File: src/rtl/irq_bank_pkg.sv
package irq_bank_pkg;

   // Which input transition a channel captures.
   typedef enum logic [1:0] {
      EDGE_RISE = 2'd0,
      EDGE_FALL = 2'd1,
      EDGE_BOTH = 2'd2
   } edge_sel_e;

   // Register decode outcome.
   typedef enum logic [1:0] {
      REG_NONE   = 2'd0,
      REG_STATUS = 2'd1,
      REG_CLEAR  = 2'd2,
      REG_CTRL   = 2'd3
   } reg_sel_e;

endpackage

File: src/rtl/irq_sync_edge.sv
module irq_sync_edge #(
   parameter int                      STAGES = 2,
   parameter irq_bank_pkg::edge_sel_e EDGE   = irq_bank_pkg::EDGE_RISE
) (
   input  logic clk_i,
   input  logic rst_ni,
   input  logic din_i,
   output logic edge_o
);
   import irq_bank_pkg::*;

   if (STAGES < 2) begin : g_bad_stages
      $error("irq_sync_edge: STAGES must be at least 2");
   end

   logic [STAGES-1:0] chain_q;
   logic              prev_q;
   logic              cur;

   // Synchroniser chain: stage 0 samples the asynchronous line.
   always_ff @(posedge clk_i or negedge rst_ni) begin
      if (!rst_ni) begin
         chain_q <= '0;
         prev_q  <= 1'b0;
      end else begin
         chain_q <= {chain_q[STAGES-2:0], din_i};
         prev_q  <= chain_q[STAGES-1];
      end
   end

   assign cur = chain_q[STAGES-1];

   if (EDGE == EDGE_RISE) begin : g_rise
      assign edge_o = cur & ~prev_q;
   end else if (EDGE == EDGE_FALL) begin : g_fall
      assign edge_o = ~cur & prev_q;
   end else begin : g_both
      assign edge_o = cur ^ prev_q;
   end

endmodule

File: src/rtl/irq_latch_bank.sv
module irq_latch_bank #(
   parameter int CHANNELS = 8
) (
   input  logic                clk_i,
   input  logic [CHANNELS-1:0] edge_i,
   input  logic [CHANNELS-1:0] clr_i,
   output logic [CHANNELS-1:0] latch_o
);

   // No reset on purpose: captured events survive every reset.
   // Power-up value is undefined in silicon; modelled as all ones.
   for (genvar n = 0; n < CHANNELS; n++) begin : g_cell
      logic cell_q = 1'b1;

      // A new edge takes priority over a clear of the same bit.
      always_ff @(posedge clk_i) begin
         if (edge_i[n])
            cell_q <= 1'b1;
         else if (clr_i[n])
            cell_q <= 1'b0;
      end

      assign latch_o[n] = cell_q;
   end

endmodule

File: src/rtl/irq_reg_port.sv
module irq_reg_port #(
   parameter int               ADDR_W     = 8,
   parameter int               DATA_W     = 8,
   parameter int               CHANNELS   = 8,
   parameter logic [ADDR_W-1:0] STATUS_OFS = 8'h82,
   parameter logic [ADDR_W-1:0] CLEAR_OFS  = 8'h84,
   parameter logic [ADDR_W-1:0] CTRL_OFS   = 8'h86
) (
   input  logic                clk_i,
   input  logic                rst_ni,
   input  logic                soft_rst_i,
   input  logic [ADDR_W-1:0]   addr_i,
   input  logic                wr_i,
   input  logic                rd_i,
   input  logic [DATA_W-1:0]   wdata_i,
   input  logic [CHANNELS-1:0] latch_i,
   output logic [CHANNELS-1:0] clr_o,
   output logic                en_o,
   output logic [DATA_W-1:0]   rdata_o
);
   import irq_bank_pkg::*;

   if (CHANNELS > DATA_W) begin : g_bad_width
      $error("irq_reg_port: CHANNELS must not exceed DATA_W");
   end
   if (STATUS_OFS == CLEAR_OFS || STATUS_OFS == CTRL_OFS || CLEAR_OFS == CTRL_OFS) begin : g_bad_map
      $error("irq_reg_port: register offsets must be distinct");
   end

   reg_sel_e          sel;
   logic              en_q;
   logic [DATA_W-1:0] rd_mux;
   logic [DATA_W-1:0] rdata_q;

   always_comb begin
      if (addr_i == STATUS_OFS)     sel = REG_STATUS;
      else if (addr_i == CLEAR_OFS) sel = REG_CLEAR;
      else if (addr_i == CTRL_OFS)  sel = REG_CTRL;
      else                          sel = REG_NONE;
   end

   // Clear mask: one bit per channel, 1 clears, 0 keeps.
   assign clr_o = (wr_i && sel == REG_CLEAR) ? wdata_i[CHANNELS-1:0] : '0;

   // Request enable: cleared by both resets.
   always_ff @(posedge clk_i or negedge rst_ni) begin
      if (!rst_ni)
         en_q <= 1'b0;
      else if (soft_rst_i)
         en_q <= 1'b0;
      else if (wr_i && sel == REG_CTRL)
         en_q <= wdata_i[0];
   end

   always_comb begin
      rd_mux = '0;
      case (sel)
         REG_STATUS: rd_mux = DATA_W'(latch_i);
         REG_CTRL:   rd_mux = DATA_W'(en_q);
         default:    rd_mux = '0;
      endcase
   end

   always_ff @(posedge clk_i or negedge rst_ni) begin
      if (!rst_ni)
         rdata_q <= '0;
      else if (rd_i)
         rdata_q <= rd_mux;
   end

   assign en_o    = en_q;
   assign rdata_o = rdata_q;

endmodule

File: src/rtl/edge_irq_bank.sv
module edge_irq_bank #(
   parameter int                      CHANNELS    = 8,
   parameter int                      ADDR_W      = 8,
   parameter int                      DATA_W      = 8,
   parameter int                      SYNC_STAGES = 2,
   parameter irq_bank_pkg::edge_sel_e EDGE_SEL    = irq_bank_pkg::EDGE_RISE,
   parameter logic [ADDR_W-1:0]       STATUS_OFS  = 8'h82,
   parameter logic [ADDR_W-1:0]       CLEAR_OFS   = 8'h84,
   parameter logic [ADDR_W-1:0]       CTRL_OFS    = 8'h86
) (
   input  logic                clk_i,
   input  logic                rst_ni,
   input  logic                soft_rst_i,
   input  logic [CHANNELS-1:0] irq_in_i,
   input  logic [ADDR_W-1:0]   addr_i,
   input  logic                wr_i,
   input  logic                rd_i,
   input  logic [DATA_W-1:0]   wdata_i,
   output logic [DATA_W-1:0]   rdata_o,
   output logic                irq_o
);

   if (CHANNELS < 1) begin : g_bad_channels
      $error("edge_irq_bank: CHANNELS must be at least 1");
   end

   logic [CHANNELS-1:0] edge_w;
   logic [CHANNELS-1:0] clr_w;
   logic [CHANNELS-1:0] latch_w;
   logic                en_w;

   for (genvar n = 0; n < CHANNELS; n++) begin : g_chan
      irq_sync_edge #(
         .STAGES (SYNC_STAGES),
         .EDGE   (EDGE_SEL)
      ) i_sync_edge (
         .clk_i  (clk_i),
         .rst_ni (rst_ni),
         .din_i  (irq_in_i[n]),
         .edge_o (edge_w[n])
      );
   end

   irq_latch_bank #(
      .CHANNELS (CHANNELS)
   ) i_latch_bank (
      .clk_i   (clk_i),
      .edge_i  (edge_w),
      .clr_i   (clr_w),
      .latch_o (latch_w)
   );

   irq_reg_port #(
      .ADDR_W     (ADDR_W),
      .DATA_W     (DATA_W),
      .CHANNELS   (CHANNELS),
      .STATUS_OFS (STATUS_OFS),
      .CLEAR_OFS  (CLEAR_OFS),
      .CTRL_OFS   (CTRL_OFS)
   ) i_reg_port (
      .clk_i      (clk_i),
      .rst_ni     (rst_ni),
      .soft_rst_i (soft_rst_i),
      .addr_i     (addr_i),
      .wr_i       (wr_i),
      .rd_i       (rd_i),
      .wdata_i    (wdata_i),
      .latch_i    (latch_w),
      .clr_o      (clr_w),
      .en_o       (en_w),
      .rdata_o    (rdata_o)
   );

   assign irq_o = en_w & (|latch_w);

endmodule

File: config.mk
export PLATFORM = sky130hd
export DESIGN_NAME = edge_irq_bank
export DESIGN_NICKNAME = d
export VERILOG_FILES = /design/src/rtl/irq_bank_pkg.sv /design/src/rtl/irq_sync_edge.sv /design/src/rtl/irq_latch_bank.sv /design/src/rtl/irq_reg_port.sv /design/src/rtl/edge_irq_bank.sv
export SDC_FILE = /design/constraint.sdc
export NUM_CORES = 1
export LEC_CHECK = 0
export BUFFER_PORTS_ARGS = -buffer_cell sky130_fd_sc_hd__buf_2
export CORE_AREA = 8 8 66 68
export DETAILED_ROUTE_END_ITERATION = 16
export DIE_AREA = 0 0 74 76
export GPL_TIMING_DRIVEN = 0
export PLACE_DENSITY = 0.71
export SYNTH_ARGS = -nofsm -noshare
export SYNTH_HDL_FRONTEND = slang
export SYNTH_SLANG_ARGS = --single-unit
File: constraint.sdc
create_clock -name clk_i -period 0.8 [get_ports clk_i]
set_input_delay 0.04 -clock clk_i [delete_from_list [all_inputs] [get_ports clk_i]]
set_output_delay 0.04 -clock clk_i [all_outputs]
set_load 0.02 [all_outputs]
* After elaboration in Yosys (flattened, before gate mapping) *
Index checks and enable logic that the tools add are counted.

cells by class
  reductions and logical operators = 4
  equal/unequal tests = 6
  add/subtract/negate cells = 0
  $mul = 0
  div/mod/pow operators = 0
  multiplexer cells = 7
  magnitude comparators = 0
  shifts and indexed selects = 0
  bitwise operators = 17

operator list
  kind                  count
  $eq A8 B8 Y1 const B  3
  $pmux W8 S2           1
  $and A1 B1 Y1         9
  $mux W8               1
  $not A1 Y1            8
  $reduce_or A8 Y1      1
  $mux W2               3
  $eq A2 B2 Y1 const B  2
  $eq A2 B1 Y1 const B  1
  $logic_and A1 B1 Y1   2
  $mux W1               2
  $reduce_bool A2 Y1    1

storage, ports and cells
  memory bits (writable) = 0
  bits in registers = 41
  bits in read-only memories = 0
  memories kept = 0
  latch bits = 0
  word-level logic and storage cells = 60
  input bits = 29

* Logic depth before layout (Yosys ltp) *
  word-level depth = 8
  depth in mapped cells = 5
  mapped depth without buffers = 3

* Modules after synthesis *
From an unflattened synthesis, not the netlist that was laid out.

unflattened totals
  cells, all modules = 113
  area, all modules = 1560.2 µm²

by module, submodules not included
  module          area an instance (µm²)  instances  sequential area each (µm²)  cells each
  irq_sync_edge   88.8                    8          75.1                        4
  irq_reg_port    519.2                   1          225.2                       46
  irq_latch_bank  310.3                   1          160.2                       32
  edge_irq_bank   20.0                    1          0.0                         3

* Worst setup path after synthesis *
No wires, ideal clock.

  kind = in2reg
  start point = in addr_i[0]
  end point = reg i_reg_port.rdata_q[6] (netlist: i_reg_port.rdata_o[6])
  required time = 718 ps
  arrival = 1145 ps
  path buffers = 2
  cell stages on the path = 5
  setup slack = -427 ps
  path through = or3b_1 > buf_6 > or3b_1 > buf_6 > o22ai_2

on the way
  word-level cells in the longest chain between the ends = 6

ends and longest elaborated chain
  element                                              RTL line             RTL
  start: declaration                                   edge_irq_bank.sv:15  input logic [ADDR_W-1:0] addr_i,
  $eq A8 B8 Y1                                         irq_reg_port.sv:38   else if (addr_i == CTRL_OFS) sel = REG_CTRL;
  $mux W2                                              irq_reg_port.sv:38
  $mux W2                                              irq_reg_port.sv:37   else if (addr_i == CLEAR_OFS) sel = REG_CLEAR;
  $mux W2 (*)                                          irq_reg_port.sv:36   if (addr_i == STATUS_OFS) sel = REG_STATUS;
  $eq A2 B2 Y1 / $eq A2 B1 Y1 (equally long branches)  irq_reg_port.sv:57   case (sel)
  $pmux W8 S2 (*)                                      irq_reg_port.sv:57
  end signal: assignment                               irq_reg_port.sv:68   rdata_q <= rd_mux;
  end: declaration                                     irq_reg_port.sv:33   logic [DATA_W-1:0] rdata_q;

Mark *: on every way between the ends. The rest lies on a longest branch, timed or not.
A chain may end at the register's enable or synchronous reset.

* Worst setup path after layout *
  start point = reg i_latch_bank.g_cell[1].cell_q
  end point = out irq_o

on the way
  word-level cells in the longest chain between the ends = 2

ends and longest elaborated chain
  element                   RTL line              RTL
  start: declaration        irq_latch_bank.sv:13  logic cell_q = 1'b1;
  start signal: assignment  irq_latch_bank.sv:18  cell_q <= 1'b1;
  start signal: assignment  irq_latch_bank.sv:20  cell_q <= 1'b0;
  $reduce_or A8 Y1          edge_irq_bank.sv:74   assign irq_o = en_w & (|latch_w);
  $and A1 B1 Y1             edge_irq_bank.sv:74
  end: declaration          edge_irq_bank.sv:20   output logic irq_o

No other way between the ends.

==> results.yml <==
floorplanning:
  core_mm2: 0.003441
  die_y_um: 76
  core.rowCount: 22
  ios: 38
  die_w_um: 74
  dieArea_mm2: 0.005624
  initial_core_util_pct: 41.85
routing:
  drc: 0
  wl_um: 2976
  initialDrtViolationCount: 39
  antenna_left: 0
  vias: 1015
  wire_per_inst_um: 13.65
  dr.pass1.iters: 4
  routed_via_density: 4.656
clock_tree:
  insertion_delay_ns: 0.33
  cts_tree: "done"
  ctsLongestPathBuffers: 2
  cts.sinks: 41
  cts_root_buffer: "clkbuf_4"
  clk_pin_slew_worst_paths_ns: 0.11
  h-tree-depth: 2
  cts_buffers: 5
cells_and_area:
  multi_input_area_um2: 397.9
  final_common_cell: "dfrtp_1"
  ff_latch_area_um2: 988.4
  nFillCells: 286
  fin_area_mm2: 0.002047
  drive_gt1_share_pct: 40.59
  final_cell_mix: "33 x dfrtp_1, 23 x buf_2, 16 x inv_1"
  antenna_cells: 0
  fin_nets: 198
  area_growth_pct: 42.14
pwr:
  p_per_area_mw_per_mm2: 1845
  cellLeakagePower_nw: 0.9805
  ir_drop_mv: 1.273
logic_synthesis:
  yosys_register_bits: 41
  syn_avg_cell_area_um2: 13.21
  synth_seq_area_share_pct: 68.46
  netlist.area_leader.share_pct: 57.34
  synth_nets: 138
  netlist_area_mm2: 0.001440
  synth.area.top_cells: "dfrtp_1 57%, dfxtp_1 11%, o22ai_2 6.1%"
  ys_types: 21
  yosys_warnings: 0
  synth_area_leader_cell: "dfrtp_1"
  synth_cells: 109
outcome:
  failed_checks: "negative setup slack"
  outcome: "finished, violations left"
placed_design:
  gp_congestion: 0.7806
  dp_hpwl_um: 2081
  place_area_mm2: 0.001707
  port_buffers: 36
worst_setup_path:
  cp_max_fo: 3
  critPathRequiredTime_ns: 0.76
  crit_path_start_kind: "flip-flop"
  worstSetupEndpointType: "primary output"
  critical_path_class: "reg -> out"
  critPathLaunch: "i_latch_bank.g_cell[1].cell_q"
  timing.rr.start: "i_latch_bank.g_cell[0].cell_q"
  cp.arrival_ns: 1.21
worst_hold_path:
  hold_path_class: "in -> reg"
  min_from: "addr_i[1]"
global_routing:
  grt_antenna_before_repair: 0
  grt_usage_pct: 11.04
  first_global_vias: 1105
  grt_pass1_wl_um: 4836
  globalRoute.totalOverflow: 0
  grt_max_degree: 34
timing:
  hold_violations: 0
  fin_crit_ns: 1.250
  fin_crit_sh_pct: 156.3
  worst_pin_slew_ns: 0.5344
  slew_headroom_pct: 64.38
  clock-skew-final_ns: 0.004662
  timing.final.ws_setup_ns: -0.4504
  finalMaxSlewViolations: 0
  setup_violations: 17
  max_freq_mhz: 799.7
  hold_slack_ns: 0.02347
  fin_tns_setup_ns: -1.873
  rsz0062_at_grt: "true"
run:
  cap_viol_max_count: 0
cell families (layout without fill, tap and decap cells):
family,count (synthesis),count (layout),synth area share (%)
AO/OA/AOI/OAI,17,17,12.08
buffers and inverters,22,83,6.777
flip-flops,41,41,68.46
multiplexers,2,2,1.390
AND/OR/NAND/NOR,27,27,11.29
where the power goes:
| group | total (mW) | switching (mW) | internal (mW) | leakage, nW |
|---|---|---|---|---|
| logic | 0.263 | 0.121 | 0.141 | 0.466 |
| registers | 2.16 | 0.0256 | 2.13 | 0.469 |
| clock network | 1.36 | 0.611 | 0.747 | 0.0455 |
cell type report:
class	instances	area share [%]
flip-flops and latches	41	48.29
repair buffers	56	21.21
multi-input cells	46	19.44
inverters	16	2.934
well taps	48	2.934
clock buffers	7	2.689
clock inverters	1	1.467
plain buffers	3	1.039
state kept, by name (all words and copies together), names as in the netlist:
name                        count
i_latch_bank.g_cell.cell_q      8
g_chan.i_sync_edge.chain_q     16
g_chan.i_sync_edge.prev_q       8
i_reg_port.rdata_o              8
i_reg_port.en_o                 1
path summary, 6_finish.rpt:
check | to | slack (ns) | cells past startpoint
worst min-delay path | i_reg_port.en_o | 0.02 | 3
min in group asynchronous | i_reg_port.rdata_o[0] | 0.20 | 2
worst max-delay path | irq_o | -0.45 | 3
max in group asynchronous | i_reg_port.en_o | 0.29 | 2
worst max register to register | i_reg_port.rdata_o[0] | -0.18 | 4
worst min register to register | g_chan[7].i_sync_edge.chain_q[1] | 0.36 | 0
critical path, stage by stage (launching register included):
cell and delay, ns:
dfxtp_2 0.35, nor4_2 0.25, a21boi_1 0.10, buf_4 0.17
layer usage:
layer,GRT usage (%),vias to the layer above,wire length [µm]
met3,5.000,8,200
met5,0,-,0
met4,2.400,0,63
met1,11.41,480,1179
li1,-,491,-
met2,19.45,36,1532
stage by stage:
step                      util, %  cells  setup slack [ns]  power (mW)
final                       59.49    218           -0.4504       3.777
after global routing        59.49    218           -0.5360       3.956
after CTS                   58.69    217           -0.4733       3.809
after detailed placement    49.60    193           -0.6108       2.394
after global placement      49.60    193           -0.5717       2.382
after floorplan                 -    109           -0.4274       2.264
cells in the mapped netlist:
cell and count:
dfrtp_1 33, inv_1 16, nand4_1 9, a22o_1 8
dfxtp_1 8, nand2_1 7, o22ai_2 7, buf_1 2
buf_6 2, clkbuf_1 2, mux2i_1 2, nand2b_1 2
nor4_1 2, or3b_1 2, a21boi_0 1, and2_1 1
and4bb_2 1, nor2_1 1, nor2b_1 1, nor4b_1 1
o2111ai_1 1
what timing repair did:
action	CTS	global route
buffers inserted	5	3
hold endpoints to repair	42	1
pin swaps	5	4
gates resized for setup	23	7
hold buffers	11	1
endpoints found under the setup margin	17	57
Power figures use the tool's default switching activity.
